**src/rtl/hs_seq_pkg.sv**
```systemverilog
package hs_seq_pkg;

    localparam int CODE_W = 4;

    typedef enum logic [2:0] {
        ST_IDLE,
        ST_PDLY,
        ST_RAMP,
        ST_SLOT0,
        ST_FBWAIT,
        ST_SLOT1,
        ST_UP,
        ST_FAULT
    } seq_state_e;

    typedef struct packed {
        seq_state_e          st;
        logic [CODE_W-1:0]   c_pd;
        logic [CODE_W-1:0]   c_reg;
        logic [CODE_W-1:0]   c_s0;
        logic [CODE_W-1:0]   c_s1;
    } seq_regs_t;

endpackage

```
**src/rtl/hs_code_lut.sv**
```systemverilog
module hs_code_lut
    import hs_seq_pkg::*;
#(
    parameter int CNT_W = 12
) (
    input  logic [CODE_W-1:0] code_i,
    output logic [CNT_W-1:0]  term_o
);

    always_comb begin
        case (code_i)
            4'd0:    term_o = CNT_W'(1);
            4'd1:    term_o = CNT_W'(8);
            4'd2:    term_o = CNT_W'(32);
            4'd3:    term_o = CNT_W'(48);
            4'd4:    term_o = CNT_W'(64);
            4'd5:    term_o = CNT_W'(96);
            4'd6:    term_o = CNT_W'(128);
            4'd7:    term_o = CNT_W'(192);
            4'd8:    term_o = CNT_W'(256);
            4'd9:    term_o = CNT_W'(384);
            4'd10:   term_o = CNT_W'(512);
            4'd11:   term_o = CNT_W'(768);
            4'd12:   term_o = CNT_W'(1024);
            4'd13:   term_o = CNT_W'(1536);
            4'd14:   term_o = CNT_W'(2048);
            default: term_o = CNT_W'(3072);
        endcase
    end

endmodule

```
**src/rtl/hs_phase_timer.sv**
```systemverilog
module hs_phase_timer #(
    parameter int CNT_W = 12
) (
    input  logic             clk,
    input  logic             rst_n,
    input  logic             clear_i,
    input  logic             tick_i,
    input  logic [CNT_W-1:0] term_i,
    output logic             expire_o
);

    localparam logic [CNT_W-1:0] ONE = CNT_W'(1);

    logic [CNT_W-1:0] cnt_d, cnt_q;
    logic             at_end;

    assign at_end   = (cnt_q == term_i - ONE);
    assign expire_o = tick_i && at_end;

    // Saturates at term-1 so expiry repeats on every later tick.
    always_comb begin
        cnt_d = cnt_q;
        if (clear_i) begin
            cnt_d = '0;
        end else if (tick_i && !at_end) begin
            cnt_d = cnt_q + ONE;
        end
    end

    always_ff @(posedge clk or negedge rst_n) begin
        if (!rst_n) begin
            cnt_q <= '0;
        end else begin
            cnt_q <= cnt_d;
        end
    end


    cnt_range_chk: assert property (@(posedge clk) disable iff (!rst_n)
        !clear_i |-> (cnt_q < term_i));


    cnt_hold_chk: assert property (@(posedge clk) disable iff (!rst_n)
        (!tick_i && !clear_i) |=> $stable(cnt_q));

endmodule

```
**src/rtl/hs_seq_fsm.sv**
```systemverilog
module hs_seq_fsm
    import hs_seq_pkg::*;
(
    input  logic              clk,
    input  logic              rst_n,
    input  logic [7:0]        cfg_a,
    input  logic [7:0]        cfg_b,
    input  logic              pd_en,
    input  logic              uv_ok,
    input  logic              ov_ok,
    input  logic              in_reg,
    input  logic              fet_on,
    input  logic              fb_high,
    input  logic              restart,
    input  logic              expire_i,
    output logic [CODE_W-1:0] code_o,
    output logic              tclear_o,
    output logic              gate_o,
    output logic              pg0_o,
    output logic              pg1_o,
    output logic              fault_o
);

    seq_regs_t r_d, r_q;
    logic      qual;
    logic      timed;

    assign qual = pd_en && uv_ok && ov_ok;

    always_comb begin
        r_d = r_q;
        case (r_q.st)
            ST_IDLE: begin
                if (qual) begin
                    r_d.st    = ST_PDLY;
                    r_d.c_pd  = cfg_a[3:0];
                    r_d.c_reg = cfg_a[7:4];
                    r_d.c_s0  = cfg_b[3:0];
                    r_d.c_s1  = cfg_b[7:4];
                end
            end
            ST_PDLY:   if (expire_i) r_d.st = ST_RAMP;
            ST_RAMP: begin
                if (expire_i && in_reg) r_d.st = ST_FAULT;
                else if (fet_on)        r_d.st = ST_SLOT0;
            end
            ST_SLOT0:  if (expire_i) r_d.st = ST_FBWAIT;
            ST_FBWAIT: if (fb_high)  r_d.st = ST_SLOT1;
            ST_SLOT1:  if (expire_i) r_d.st = ST_UP;
            ST_UP:     r_d.st = ST_UP;
            ST_FAULT:  if (restart)  r_d.st = ST_IDLE;
            default:   r_d.st = ST_IDLE;
        endcase
        if (!qual && r_q.st != ST_FAULT) begin
            r_d.st = ST_IDLE;
        end
    end

    always_ff @(posedge clk or negedge rst_n) begin
        if (!rst_n) begin
            r_q <= '{st: ST_IDLE, c_pd: '0, c_reg: '0, c_s0: '0, c_s1: '0};
        end else begin
            r_q <= r_d;
        end
    end

    always_comb begin
        case (r_q.st)
            ST_PDLY:  code_o = r_q.c_pd;
            ST_RAMP:  code_o = r_q.c_reg;
            ST_SLOT0: code_o = r_q.c_s0;
            ST_SLOT1: code_o = r_q.c_s1;
            default:  code_o = '0;
        endcase
    end

    assign timed    = (r_q.st == ST_PDLY) || (r_q.st == ST_RAMP) ||
                      (r_q.st == ST_SLOT0) || (r_q.st == ST_SLOT1);
    assign tclear_o = (r_d.st != r_q.st) || !timed;

    assign gate_o  = (r_q.st == ST_RAMP) || (r_q.st == ST_SLOT0) ||
                     (r_q.st == ST_FBWAIT) || (r_q.st == ST_SLOT1) ||
                     (r_q.st == ST_UP);
    assign pg0_o   = (r_q.st == ST_FBWAIT) || (r_q.st == ST_SLOT1) ||
                     (r_q.st == ST_UP);
    assign pg1_o   = (r_q.st == ST_UP);
    assign fault_o = (r_q.st == ST_FAULT);


    qual_loss_chk: assert property (@(posedge clk) disable iff (!rst_n)
        !qual |=> (!gate_o && !pg0_o && !pg1_o));


    gate_qual_chk: assert property (@(posedge clk) disable iff (!rst_n)
        $rose(gate_o) |-> $past(qual));


    fault_quiet_chk: assert property (@(posedge clk) disable iff (!rst_n)
        fault_o |-> (!gate_o && !pg0_o && !pg1_o));


    pg_order_chk: assert property (@(posedge clk) disable iff (!rst_n)
        pg1_o |-> pg0_o);


    fault_sticky_chk: assert property (@(posedge clk) disable iff (!rst_n)
        (fault_o && !restart) |=> fault_o);


    pg0_rise_chk: assert property (@(posedge clk) disable iff (!rst_n)
        $rose(pg0_o) |-> gate_o);

endmodule

```
**src/rtl/hs_power_sequencer.sv**
```systemverilog
module hs_power_sequencer
    import hs_seq_pkg::*;
#(
    parameter int CNT_W = 12
) (
    input  logic       clk,
    input  logic       rst_n,
    input  logic       tick_en,
    input  logic [7:0] cfg_a,
    input  logic [7:0] cfg_b,
    input  logic       pd_en,
    input  logic       uv_ok,
    input  logic       ov_ok,
    input  logic       in_reg,
    input  logic       fet_on,
    input  logic       fb_high,
    input  logic       restart,
    output logic       gate_en,
    output logic       pgood0,
    output logic       pgood1,
    output logic       fault_flag
);

    logic [CODE_W-1:0] sel_code;
    logic [CNT_W-1:0]  term;
    logic              tclear;
    logic              expire;

    hs_seq_fsm u_fsm (
        .clk      (clk),
        .rst_n    (rst_n),
        .cfg_a    (cfg_a),
        .cfg_b    (cfg_b),
        .pd_en    (pd_en),
        .uv_ok    (uv_ok),
        .ov_ok    (ov_ok),
        .in_reg   (in_reg),
        .fet_on   (fet_on),
        .fb_high  (fb_high),
        .restart  (restart),
        .expire_i (expire),
        .code_o   (sel_code),
        .tclear_o (tclear),
        .gate_o   (gate_en),
        .pg0_o    (pgood0),
        .pg1_o    (pgood1),
        .fault_o  (fault_flag)
    );

    hs_code_lut #(.CNT_W(CNT_W)) u_lut (
        .code_i (sel_code),
        .term_o (term)
    );

    hs_phase_timer #(.CNT_W(CNT_W)) u_timer (
        .clk      (clk),
        .rst_n    (rst_n),
        .clear_i  (tclear),
        .tick_i   (tick_en),
        .term_i   (term),
        .expire_o (expire)
    );

endmodule

```
**config.mk**
```make
export PLATFORM = sky130hd
export DESIGN_NAME = hs_power_sequencer
export DESIGN_NICKNAME = d
export VERILOG_FILES = /design/src/rtl/hs_seq_pkg.sv /design/src/rtl/hs_code_lut.sv /design/src/rtl/hs_phase_timer.sv /design/src/rtl/hs_seq_fsm.sv /design/src/rtl/hs_power_sequencer.sv
export SDC_FILE = /design/constraint.sdc
export NUM_CORES = 1
export LEC_CHECK = 0
export BUFFER_PORTS_ARGS = -buffer_cell sky130_fd_sc_hd__buf_2
export CORE_UTILIZATION = 25
export DETAILED_ROUTE_END_ITERATION = 6
export PLACE_DENSITY = 0.41
export SYNTH_ARGS = -nofsm -noshare
export SYNTH_HDL_FRONTEND = slang
export SYNTH_SLANG_ARGS = --single-unit
```
**constraint.sdc**
```tcl
create_clock -name clk -period 5.95 [get_ports clk]
set_input_delay 1.4875 -clock clk [delete_from_list [all_inputs] [get_ports clk]]
set_output_delay 1.4875 -clock clk [all_outputs]
set_load 0.01 [all_outputs]
```
# [Word level (Yosys, flattened, before mapping)]
# Memory sizes are Yosys's and may differ from the RTL's.
# Index checks and enable logic that the tools add are counted.
[word_totals] mem_bits_ro=160 input_bits=26 reg_bits=31 mem_count=1 ram_bits=0 output_inout_bits=4 latch_bits=0
[op_classes] eq_ne=10 magnitude_cmp=0 n_mux=13 shifts=0 div=0 add_sub_neg=2 n_reduce_logical=22 multipliers=0 n_bitwise=0
[mem_list] memory="(no name shown)" depth=16 width=10 read_ports=1 rd_clocked_by_memory_dff=0 wr=0 line="hs_code_lut.sv:11" source="case (code_i)"
[op_table] operator="$mux W12" count=2
[op_table] operator="$mux W3" count=8
[op_table] operator="$pmux W3 S8" count=1
[op_table] operator="$mux W19" count=1
[op_table] operator="$pmux W4 S4" count=1
[op_table] operator="$add A12 B1 Y12 const B" count=1
[op_table] operator="$eq A12 B12 Y1" count=1
[op_table] operator="$eq A3 B3 Y1 const B" count=4
[op_table] operator="$sub A12 B1 Y12 const B" count=1
[op_table] operator="$logic_or A1 B1 Y1" count=10
[op_table] operator="$eq A3 B2 Y1 const B" count=2
[op_table] operator="$logic_and A1 B1 Y1" count=6
[op_table] operator="$eq A3 B1 Y1 const B" count=1
[op_table] operator="$logic_not A1 Y1" count=3
[op_table] operator="$logic_not A3 Y1" count=1
[op_table] operator="$ne A3 B3 Y1" count=1
[op_table] operator="$ne A3 B3 Y1 const B" count=1
[op_table] operator="$reduce_and A2 Y1" count=1
[op_table] operator="$reduce_bool A2 Y1" count=1

# [Logic depth before layout (Yosys ltp)]
# Gate-level depths: netlist of run 1.
# An unclocked memory read counts as a cell.
[depth] ltp_word=13 ltp_mapped=15 ltp_nobuf=11

# [Modules after synthesis]
# From an unflattened synthesis of run 1, not the netlist that was laid out.
[unflattened] cells_unflattened=277 hier_area_um2=2503.7
[modules_own_cells] mod="hs_phase_timer" seq_area_each_um2=300.3 cells_each=172 area_each_um2=1290.0 instances=1
[modules_own_cells] mod="hs_seq_fsm" seq_area_each_um2=475.5 cells_each=83 area_each_um2=1033.5 instances=1
[modules_own_cells] mod="hs_code_lut" seq_area_each_um2=0.0 cells_each=22 area_each_um2=180.2 instances=1

# [Least setup slack after synthesis of run 1]
# OpenSTA, ideal clock, no wires.
[synth_path] kind="register to register" from="register u_fsm.r_q[18] (netlist name)" to="register u_timer.cnt_q[5]" synth_period_minus_slack_ns=3.100 stages_incl_launch_ff=15 required_ns=5.877 setup_slack_ns=2.850 arrival_time_ns=3.027 cell_sequence="dfrtp_1 buf_6 mux2_2 a21oi_2 and3_1 buf_2 nand4_1 ha_1 xor2_1 xnor2_1 a2111oi_4 and3_1 buf_6 or4_4 a21oi_2"
[synth_between] elab_chain_len=13 elab_cells_between_ends=36 classes_between="1 x add/sub; 10 x eq/ne; 12 x mux; 12 x reduce/logical; 1 x memory"
[synth_lines] element="start: declaration" line="hs_seq_fsm.sv:24" source="seq_regs_t r_d, r_q;"
[synth_lines] element="start signal: assignment" line="hs_seq_fsm.sv:61" source="r_q <= '{st: ST_IDLE, c_pd: '0, c_reg: '0, c_s0: '0, c_s1: '0};"
[synth_lines] element="start signal: assignment" line="hs_seq_fsm.sv:63" source="r_q <= r_d;"
[synth_lines] element="$eq A3 B3 Y1 (tied with other cells)" line="hs_seq_fsm.sv:32, hs_seq_fsm.sv:68, hs_seq_fsm.sv:78"
[synth_lines] element="$pmux W4 S4" line="hs_seq_fsm.sv:68" source="case (r_q.st)"
[synth_lines] element="$mem_v2 Z16 W10"
[synth_lines] element="$sub A12 B1 Y12" line="hs_phase_timer.sv:17" source="assign at_end = (cnt_q == term_i - ONE);"
[synth_lines] element="$eq A12 B12 Y1" line="hs_phase_timer.sv:17"
[synth_lines] element="$logic_and A1 B1 Y1" line="hs_phase_timer.sv:18" source="assign expire_o = tick_i && at_end;"
[synth_lines] element="$logic_and A1 B1 Y1" line="hs_seq_fsm.sv:44" source="if (expire_i && in_reg) r_d.st = ST_FAULT;"
[synth_lines] element="$mux W3" line="hs_seq_fsm.sv:44"
[synth_lines] element="$pmux W3 S8" line="hs_seq_fsm.sv:32" source="case (r_q.st)"
[synth_lines] element="$mux W3" line="hs_seq_fsm.sv:54" source="if (!qual && r_q.st != ST_FAULT) begin"
[synth_lines] element="$ne A3 B3 Y1" line="hs_seq_fsm.sv:79" source="assign tclear_o = (r_d.st != r_q.st) || !timed;"
[synth_lines] element="$logic_or A1 B1 Y1" line="hs_seq_fsm.sv:79"
[synth_lines] element="$mux W12 / $reduce_bool A2 Y1 (equally long branches)"
[synth_lines] element="end signal: assignment" line="hs_phase_timer.sv:34" source="cnt_q <= cnt_d;"
[synth_lines] element="end: declaration" line="hs_phase_timer.sv:14" source="logic [CNT_W-1:0] cnt_d, cnt_q;"
# Several ways; a longest one is shown, not always the timed one.
# A chain may end at the register's enable or synchronous reset.

# [Worst setup path in the final report of run 1]
[layout_path] from="register u_fsm.r_q[18] (netlist name)" to="register u_timer.cnt_q[7]"
# Same word-level chain as after synthesis.

==> results of run 1 <==
## power by group
part / leakage [nW] / total, mW / switching, mW / internal (mW)
sequential: 0.399 / 0.251 / 0.0167 / 0.234
clock: 0.0477 / 0.160 / 0.0805 / 0.0799
combinational: 0.573 / 0.117 / 0.0635 / 0.0538
## path summary, 6_finish.rpt
| kind | from | to | slack [ns] |
|---|---|---|---|
| setup reg to reg | u_fsm.r_q[18] | u_timer.cnt_q[7] | 1.96 |
| min in group asynchronous | rst_n | u_timer.cnt_q[5] | 1.27 |
| hold / removal | u_fsm.r_q[7] | u_fsm.r_q[7] | 0.50 |
| hold reg to reg | u_fsm.r_q[7] | u_fsm.r_q[7] | 0.50 |
| setup / recovery | u_fsm.r_q[18] | u_timer.cnt_q[7] | 1.96 |
| max in group asynchronous | rst_n | u_fsm.r_q[1] | 4.21 |
## routing by layer
metal | part of all wire | up-vias | global-route usage
met2 | 0.45 | 29 | 0.1928
li1 | - | 960 | -
met4 | 0.013 | 0 | 0.04196
met3 | 0.027 | 4 | 0.01933
met5 | 0 | - | 0
met1 | 0.51 | 928 | 0.1761
## cells in the final DEF, fill, tap and decap left out, types with 7 or more instances in the layout
cell type / synthesis / final
a21oi_1: 14 / 14
a31oi_1: 7 / 7
and3_1: 9 / 9
buf_2: 2 / 29
dfrtp_1: 31 / 31
mux2_2: 17 / 17
nand2_1: 19 / 19
nand3_1: 10 / 10
nand4_1: 7 / 7
nor2_1: 14 / 14
## synth_stat cells (all sizes together) (5+ instances only)
library cell,count
a21oi,20
a31oi,7
and3,9
and4b,5
buf,9
clkbuf,5
dfrtp,31
mux2,20
nand2,22
nand3,11
nand4,8
nor2,14
nor3,5
o21ai,11
o31ai,6
## final cells by class
class                   count  area, um^2  area share
clock inverters             3       15.01    0.005831
multi-input cells         192        1420      0.5515
flip-flops and latches     31       775.7      0.3013
inverters                   4       15.01    0.005831
repair buffers             29       145.1     0.05637
clock buffers               5       68.82     0.02672
well taps                 108       135.1     0.05248
## sequential cells by signal, indices dropped and copies added (netlist names)
name           flops
u_fsm.r_q         19
u_timer.cnt_q     12
## critical path, delay by kind of cell, from the launching register on
family                   cells  cell delay, ns
AO/OA/AOI/OAI                3            1.30
XOR/XNOR                     2            0.32
adder cells (fa/ha/maj)      1            0.25
flip-flops                   1            0.76
multiplexers                 1            0.42
AND/OR/NAND/NOR              4            0.81
## cell families (layout without fill, tap and decap cells)
kind of cell | count (synthesis) | after routing | synth area share
xor gates and xnor gates | 7 | 7 | 0.02656
muxes | 20 | 20 | 0.1024
buffers and inverters | 18 | 41 | 0.04877
AOI/OAI and AO/OA | 69 | 69 | 0.2276
adders and majority gates | 2 | 2 | 0.01084
and+or+nand+nor | 94 | 94 | 0.2477
DFF | 31 | 31 | 0.3360
==> results.md, run 1 <==
- Min cycle time layout: between 3 and 4 ns
- Unrepaired setup endpoints after global routing: false
- Crit-path max cell delay: 0.76 ns
- Syn-to-layout area delta: 11.54%
- CP arrival: between 4 and 5 ns
- Setup TNS: 0 ns
- Hold Crit Class: reg2reg
- Max-slew violations: 0
- DR WL/cell: 14.98 um
- Number of port buffers: 29
- Static Leak: 1.019 nW
- Crit path cell chain: mux2_2 > a21oi_2 > and3_1 > nand4_1 > ha_1 > xor2_1 > xnor2_1 > a2111oi_4 > nand3_2 > a22oi_2 > nor2_1
- Largest net degree at the start of global routing: 32
- CTS Sinks: 31
- Core ar.: 0.008848 mm^2
- RD Place Congestion: 0.7612
- Part of the Yosys area used for sequential elements: 0.3360
- H-tree levels: 2
- Critical path class: reg2reg
- Detail Route Antenna Nets: 0
- Root Driver: clkbuf_8
- Post-DP HPWL: about 4100 um
- MaxCap Viol Count: 0
- Hold WS: about 0.5 ns
- I/O pin cnt: 30
- Final WL: 5572 um
- Slowest CP cell: dfrtp_1
- First-pass GRT wire length: 9570 um
- Clk_lat worst skew: roughly 0.28 ns
- PD cells: 205.3 mW/mm^2
- Final std cells w/o fill: 372
- Slew margin rel.: 0.5066
- Top cells by area, synth: dfrtp_1 (34%), mux2_2 (8.3%), nand2_1 (3.1%)
- Vias per std cell: 5.164
- Hold Buf Count CTS: 0
- Post-synth EDFFs: 0
- Post-synth top area share: 0.3360
- Yosys warning total: 0
- Worst Skew: 0.007619 ns
- Total Die Area: 0.009622 mm^2
- Fin area: 0.002575 mm^2
- Via count: roughly 1900
- Worst-Margin Slew: 0.7401 ns
- Cts repair resizes: 0
- DP Worst Slack: 1.980 ns
- TritonCTS clock tree: built
- Total power: 528.6 uW
- Final setup fails: 0
- DR iter-0 viols: 146
- GRT Util Overall: 0.1247
- DRT Pass-1 Iters: 7
- Fin. Hold Viols: 0
- Fill cell count: 969
- Total CTS buffers: 5
- Status: finished, violations left
- Hold-critical path depth: 1
- Ant diodes: 0
- R2r worst-path depth: 11
- Leading area contributor after synthesis: dfrtp_1
- DP Cell Count: 364
- Yosys reg bits: 31
- Total grt overflow: 0
- Setup Buffers After CTS: 0
- Vias in the first global route: 1852
- Fin util: 0.2910
- Synthesized area: about 0.0023 mm^2
- Placed inst area: 0.002491 mm^2
- Synthesized instance count: about 240
- Die Ht: 98.09 um
- Final Cycle Share: 0.6706
- DRC errors left: 2
- NumNets Final: about 290
- Critical path launch point type: flop
- Worst VDD drop: a little over 0.08 mV
- FFs w/ async S/R, synth: 1.000
- Req. time, crit path: 6.09 ns
- Violated checks: design-rule violations
- Syn_area_per_cell: 9.579 um^2
- Initial antenna violation count: 0
- # rows: 34
- Starting Density: 0.2609
- Crit Path Max Fanout: 18
- Achievable Freq: 250.6 MHz
- Synthesized Nets: 269
- Post-synth top flop: dfrtp_1
- Share of cells above drive strength 1: 0.3030
- Die Wd: around 98 um
- Reg clk slew, reported paths: 0.07 ns
- Yosys cell types: 60
- Final worst setup slack: about 2.0 ns
- Max clock buf depth: 2
- Crit. End Element: flop
Power figures use the tool's default switching activity.
==> run 2, diff against run 1 <==
--- a/config.mk
+++ b/config.mk
@@ -5,6 +5,7 @@
 export SDC_FILE = /design/constraint.sdc
 export NUM_CORES = 1
 export LEC_CHECK = 0
+export ABC_AREA = 1
 export BUFFER_PORTS_ARGS = -buffer_cell sky130_fd_sc_hd__buf_2
 export CORE_UTILIZATION = 25
 export DETAILED_ROUTE_END_ITERATION = 6
==> constraint.sdc (replaced) <==
create_clock -name clk -period 4.1 [get_ports clk]
set_input_delay 1.025 -clock clk [delete_from_list [all_inputs] [get_ports clk]]
set_output_delay 1.025 -clock clk [all_outputs]
set_load 0.01 [all_outputs]
==> results.md, run 2 <==
- Status: complete, no violations
- Worst VDD drop: 0.1019 mV (+25%)
- Placed inst area: 0.002686 mm^2 (+7.8%)
- Largest regs: u_fsm.r_q x19, u_timer.cnt_q x12
- Initial antenna violation count: 0 (unchanged)
- First-pass GRT wire length: 9991 um (+4.4%)
- Static Leak: 1.284 nW (+26%)
- CP arrival: 3.73 ns (-0.40 ns)
- Cts repair resizes: 0 (unchanged)
- Syn-to-layout area delta: 15.86%
- Fin. Hold Viols: 0 (unchanged)
- Post-synth top flop: dfrtp_1
- Top cells by area, synth: dfrtp_1 (32%), nand2_1 (11%), mux2_2 (7.5%)
- Yosys reg bits: 31 (unchanged)
- NumNets Final: 371 (+27%)
- Critical Path Most Common Cell: nand2_1
- Via count: 2088 (+8.7%)
- Reg clk slew, reported paths: 0.08 ns (about the same)
- Crit Path Max Fanout: 12 (-6)
- Commonest non-fill, non-tap cell in the layout: nand2_1
- Vias per std cell: 4.414 (-15%)
- DR WL/cell: 12.49 um (-17%)
- Final WL: 5909 um (+6.0%)
- R2r worst-path depth: 20 (+9)
- WHS Endpoint: u_fsm.r_q[7]
- DP Worst Slack: 0.3569 ns (-1.623 ns)
- Root Driver: clkbuf_8
- Die Wd: 100.1 um (+2.1%)
- DRC errors left: 0 (-2)
- CTS Sinks: 31 (unchanged)
- CP delay by family, top: simple AND/OR/NAND/NOR gates
- RD Place Congestion: 0.8752 (+15%)
- Fin area: 0.002788 mm^2 (+8.3%)
- TritonCTS clock tree: built
- Leading area contributor after synthesis: dfrtp_1
- Ant diodes: 0 (unchanged)
- Post-synth top area share: 0.3224 (-0.01363)
- Min cycle time layout: 3.513 ns (-0.4770 ns)
- Synthesized area: 0.002406 mm^2 (+4.2%)
- Share of cells above drive strength 1: 0.3721 (+0.06906)
- Clk_lat worst skew: 0.29 ns (about the same)
- Critical path class: reg2reg
- Slew margin rel.: 0.5091 (+0.002549)
- GRT Util Overall: 0.1304 (+0.005669)
- # rows: 35 (+2.9%)
- Hold WS: 0.5177 ns (+0.01514 ns)
- Yosys warning total: 0 (unchanged)
- Critical path launch point type: flop
- Core ar.: 0.009284 mm^2 (+4.9%)
- Max clock buf depth: 2 (unchanged)
- Crit path cell chain: nand2_2 > nor2_4 > nand2_1 > nand2_2 > nor2_4 > nand4_1 > ha_1 > xnor2_1 > nand3b_1 > nand2_1 > nand4_1 > nor2_1 > nand4_1 > nand2_1 > nand2_1 > o21bai_1 > nand3_1 > nand2_1 > nand3_4 > nor2_2
- Most flop-heavy register: u_fsm.r_q
- MaxCap Viol Count: 0 (unchanged)
- Synthesized instance count: 311 (+29%)
- Fin util: 0.3003 (+0.009263)
- Post-DP HPWL: 4691 um (+14%)
- Area of the multi-input gates: 0.001455 mm^2 (+2.5%)
- Post-synth EDFFs: 0 (unchanged)
- Die Ht: 100.1 um (+2.1%)
- PD cells: 286.0 mW/mm^2 (+39%)
- FFs w/ async S/R, synth: 1.000 (unchanged)
- Commonest cells after routing, fill and taps aside: nand2_1 (68), inv_1 (30), dfrtp_1 (30)
- Final Cycle Share: 0.8568 (+0.1862)
- Syn_area_per_cell: 7.737 um^2 (-19%)
- Worst R2R Setup Slack: 0.59 ns (-1.37 ns)
- Crit. End Element: flop
- Hold-critical path depth: 1 (unchanged)
- Worst-Margin Slew: 0.7363 ns (-0.003824 ns)
- Total Die Area: 0.01002 mm^2 (+4.2%)
- Slowest CP cell: dfrtp_1
- Hold Crit Class: reg2reg
- WP buf/inv: 0 (unchanged)
- Most used standard cell by instance count after synthesis: nand2_1
- Hold Buf Count CTS: 0 (unchanged)
- Req. time, crit path: 4.31 ns (-1.78 ns)
- Setup Buffers After CTS: 0 (unchanged)
- Max reg flops: 19 (unchanged)
- Max-slew violations: 0 (unchanged)
- Final setup fails: 0 (unchanged)
- Total CTS buffers: 5 (unchanged)
- Worst r2r dst: u_timer.cnt_q[5]
- Vias in the first global route: 2005 (+8.3%)
- I/O pin cnt: 30 (unchanged)
- Min-delay src: u_fsm.r_q[7]
- Yosys cell types: 31 (-48%)
- Unrepaired setup endpoints after global routing: false
- Crit-path max cell delay: 0.55 ns (-0.21 ns)
- R2R Path Start: u_fsm.r_q[17]
- Achievable Freq: 284.7 MHz (+14%)
- Setup TNS: 0 ns (unchanged)
- Total grt overflow: 0 (unchanged)
- Fill cell count: 1038 (+7.1%)
- Number of port buffers: 29 (unchanged)
- Detail Route Antenna Nets: 0 (unchanged)
- Critical Path Start: u_fsm.r_q[17]
- Part of the Yosys area used for sequential elements: 0.3224 (-0.01363)
- Largest net degree at the start of global routing: 32 (unchanged)
- DRT Pass-1 Iters: 5 (-2)
- Final worst setup slack: 0.5872 ns (-1.373 ns)
- DR iter-0 viols: 128 (-12%)
- Starting Density: 0.2592 (-0.001724)
- Synthesized Nets: 339 (+26%)
- Worst Skew: 0.01385 ns (+0.006234 ns)
- H-tree levels: 2 (unchanged)
- Register Area: 777.0 um^2 (+0.16%)
- Leading cell types by count after synthesis: nand2_1 (68), dfrtp_1 (31), inv_1 (30), nand3_1 (27), nor2_2 (23)
==> run 2: cell types whose count changed after synthesis, moves of 9 or more <==
| cell | change |
|---|---|
| nor2_2 | +23 |
| nand3_1 | +17 |
| nand2_1 | +49 |
| nand2_2 | +17 |
| a21oi_1 | -9 |
| inv_1 | +26 |
==> run 2: cells by family after synthesis <==
group                      share of synthesized area
buffers and inverters                        0.07593
adders and majority gates                    0.01040
AOI/OAI and AO/OA                            0.03536
xor gates and xnor gates                     0.03588
DFF                                           0.3224
and+or+nand+nor                               0.4451
muxes                                        0.07488
==> run 2: where the power goes <==
| group | leakage (nW) | total, mW | switching [mW] | internal (mW) |
|---|---|---|---|---|
| clock network | 0.0408 | 0.258 | 0.136 | 0.121 |
| registers | 0.397 | 0.366 | 0.0244 | 0.342 |
| logic | 0.846 | 0.174 | 0.0992 | 0.0747 |
| total | 1.28 | 0.797 | 0.260 | 0.538 |
==> run 2: stage by stage <==
step                total power [mW]  cells
detailed placement            0.5486    465
global placement              0.5476    465
finish                        0.7973    473
floorplan                     0.4949    311
global route                  0.8483    473
CTS                           0.8098    473
==> run 2: final cells by class <==
class,count,share of cell area
Sequential cell,31,0.2787
Timing Repair Buffer,30,0.05476
Multi-Input combinational cell,236,0.5220
Tap cell,129,0.05790
Clock inverter,3,0.008528
Clock buffer,5,0.02469
Inverter,39,0.05341
==> run 2: worst max path at each step <==
| stage | cells past startpoint | slack (ns) | end |
|---|---|---|---|
| 2_1_floorplan | 24 | 1.17 | u_timer.cnt_q[6] |
| 3_3_place_gp | 19 | 0.33 | u_timer.cnt_q[0] |
| 3_5_place_dp | 19 | 0.36 | u_timer.cnt_q[3] |
| 4_1_cts | 21 | 0.33 | u_timer.cnt_q[5] |
| 5_1_grt | 22 | 0.16 | u_timer.cnt_q[1] |
| 6_report | 20 | 0.59 | u_timer.cnt_q[5] |
==> run 2: worst register-to-register path, delay by kind of cell, from the launching register on <==
| kind | cells | cell delay [ns] |
|---|---|---|
| AOI/OAI and AO/OA | 1 | 0.15 |
| xor gates and xnor gates | 1 | 0.14 |
| adders and majority gates | 1 | 0.26 |
| DFF | 1 | 0.55 |
| and+or+nand+nor | 17 | 2.35 |
==> run 2: metal layers <==
layer | track usage | wire length, um | share of wire | vias up
li1 | - | - | - | 1070
met1 | 0.1818 | 2962 | 0.50 | 965
met2 | 0.1931 | 2631 | 0.45 | 41
met3 | 0.02716 | 171 | 0.029 | 12
met4 | 0.05909 | 144 | 0.024 | 0
met5 | 0 | 0 | 0 | -
==> run 3, diff against run 2 <==
--- a/config.mk
+++ b/config.mk
@@ -9,6 +9,7 @@
 export BUFFER_PORTS_ARGS = -buffer_cell sky130_fd_sc_hd__buf_2
 export CORE_UTILIZATION = 25
 export DETAILED_ROUTE_END_ITERATION = 6
+export GPL_TIMING_DRIVEN = 0
 export PLACE_DENSITY = 0.41
 export SYNTH_ARGS = -nofsm -noshare
 export SYNTH_HDL_FRONTEND = slang
==> results.md, run 3 (synthesized netlist as in run 2, its figures left out) <==
- Critical path launch point type: flop
- First-pass GRT wire length: 10050 um (+0.55%)
- Largest regs: u_fsm.r_q x19, u_timer.cnt_q x12
- Crit. End Element: flop
- Req. time, crit path: 4.32 ns (about the same)
- Vias per std cell: 4.321 (-2.1%)
- DRC errors left: 0 (unchanged)
- Crit-path max cell delay: 0.49 ns (-0.06 ns)
- Combinational power share: 0.220 (+0.002)
- Reg clk slew, reported paths: 0.08 ns (about the same)
- Largest net degree at the start of global routing: 32 (unchanged)
- Die Ht: 100.1 um (unchanged)
- Crit path cell chain: inv_4 > nor2_8 > nand3_1 > nand2_2 > nor2_4 > nand4_1 > ha_1 > xnor2_1 > nand3b_1 > nand2_1 > nand2_1 > nor2_2 > nand2_2 > nor2_4 > nand4_1 > nand2_2 > nor2_2 > nor2_4 > nor2_2 > nor2_2 > nand3_2 > buf_6 > nor2_2
- H-tree levels: 2 (unchanged)
- Final std cells w/o fill: 477 (+0.85%)
- Placed inst area: 0.002713 mm^2 (+0.98%)
- Sw Share: 0.3263 (+0.0005285)
- Max-slew violations: 0 (unchanged)
- Critical path class: reg2reg
- Cts repair resizes: 0 (unchanged)
- Fin. Hold Viols: 0 (unchanged)
- I/O pin cnt: 30 (unchanged)
- Clock power frac: 0.327 (+0.004)
- NumNets Final: 375 (+1.1%)
- Worst VDD drop: 0.1293 mV (+27%)
- Commonest cells after routing, fill and taps aside: nand2_1 (68), dfrtp_1 (31), inv_1 (30)
- Total Die Area: 0.01002 mm^2 (unchanged)
- Vias in the first global route: 2058 (+2.6%)
- Setup TNS: 0 ns (unchanged)
- Max reg flops: 19 (unchanged)
- TritonCTS clock tree: built
- MaxCap Viol Count: 0 (unchanged)
- Via count: 2061 (-1.3%)
- Starting Density: 0.2592 (unchanged)
- Slew margin rel.: 0.4960 (-0.01312)
- Achievable Freq: 286.3 MHz (+0.56%)
- Die Wd: 100.1 um (unchanged)
- CTS Sinks: 31 (unchanged)
- Hold Buf Count CTS: 0 (unchanged)
- Commonest non-fill, non-tap cell in the layout: nand2_1
- Part of the power in registers: 0.454 (-0.005)
- Fin area: 0.002805 mm^2 (+0.63%)
- Total CTS buffers: 5 (unchanged)
- DRT Pass-1 Iters: 4 (-1)
- PD cells: 284.7 mW/mm^2 (-0.46%)
- Ant diodes: 0 (unchanged)
- GRT Util Overall: 0.1288 (-0.001557)
- Sw power: 260.6 uW (+0.33%)
- Final Cycle Share: 0.8521 (-0.004731)
- Total grt overflow: 0 (unchanged)
- Number of port buffers: 29 (unchanged)
- Fin util: 0.3022 (+0.001886)
- Syn-to-layout area delta: 16.59%
- RD Place Congestion: 0.8059 (-7.9%)
- Setup Buffers After CTS: 0 (unchanged)
- Static Leak: 1.300 nW (+1.2%)
- Slowest CP cell: dfrtp_1
- DR iter-0 viols: 41 (-68%)
- Post-DP HPWL: 4604 um (-1.9%)
- DR WL/cell: 12.23 um (-2.1%)
- Hold Crit Class: reg2reg
- Internal Power: 538.1 uW (about the same)
- Hold WS: 0.5106 ns (-0.007022 ns)
- DP Worst Slack: 0.5680 ns (+0.2111 ns)
- Unrepaired setup endpoints after global routing: false
- Worst-Margin Slew: 0.7560 ns (+0.01967 ns)
- Root Driver: clkbuf_8
- Share of cells above drive strength 1: 0.3707 (-0.001403)
- Final WL: 5835 um (-1.3%)
- Fill cell count: 1056 (+1.7%)
- Detail Route Antenna Nets: 0 (unchanged)
- Total power: 798.6 uW (+0.17%)
- Crit Path Max Fanout: 10 (-2)
- Min cycle time layout: 3.493 ns (-0.01940 ns)
- Core ar.: 0.009284 mm^2 (unchanged)
- CP arrival: 3.71 ns (-0.02 ns)
- Critical Path Most Common Cell: nor2_2
- Initial antenna violation count: 0 (unchanged)
- Status: complete, no violations
- Final worst setup slack: 0.6066 ns (+0.01940 ns)
- Max clock buf depth: 2 (unchanged)
- Clk_lat worst skew: 0.29 ns (about the same)
- Most flop-heavy register: u_fsm.r_q
- # rows: 35 (unchanged)
- Worst Skew: 0.01036 ns (-0.003495 ns)
- Final setup fails: 0 (unchanged)
- DP Cell Count: 469 (+0.86%)
-- run 3: layer usage --
metal  routed length [um]  vias up  global-route usage
met4                   45        0             0.03344
li1                     -     1077                   -
met3                  286        2             0.02019
met2                 2779       41              0.2117
met5                    0        -                   0
met1                 2723      941              0.1765
-- run 3: area by class of cell --
cell class                 count  area (um^2)  share of cell area
buffer                         5        33.78             0.01204
clock buffer                   5        68.82             0.02453
clock inverter                 3        23.77            0.008475
inverter                      39        148.9             0.05308
multi-input combinational    236         1448              0.5161
sequential                    31        775.7              0.2765
tap                          129        161.4             0.05754
timing repair buffer          29        145.1             0.05174
-- run 3: worst paths after layout --
path                                from                to  slack, ns  cells past startpoint
max                        u_fsm.r_q[16]  u_timer.cnt_q[2]       0.61                     23
min                         u_fsm.r_q[3]      u_fsm.r_q[3]       0.51                      1
max reg2reg                u_fsm.r_q[16]  u_timer.cnt_q[2]       0.61                     23
min reg2reg                 u_fsm.r_q[3]      u_fsm.r_q[3]       0.51                      1
max in group asynchronous          rst_n  u_timer.cnt_q[4]       2.81                      1
min in group asynchronous          rst_n      u_fsm.r_q[0]       0.80                      1
-- run 3: critical path, delay by kind of cell (launching register included) --
kind,cells,cell delay [ns]
XOR/XNOR,1,0.14
AND/OR/NAND/NOR,19,2.12
flip-flops,1,0.49
buffers and inverters,2,0.40
adder cells (fa/ha/maj),1,0.26
-- run 3: power by group through the flow --
stage / clock, mW / sequential, mW / combinational (mW)
final: 0.261 / 0.362 / 0.175
after floorplan: 0 / 0.362 / 0.133
after global placement: 0 / 0.368 / 0.178
after CTS: 0.271 / 0.362 / 0.180
after global routing: 0.282 / 0.366 / 0.199
after detailed placement: 0 / 0.368 / 0.179
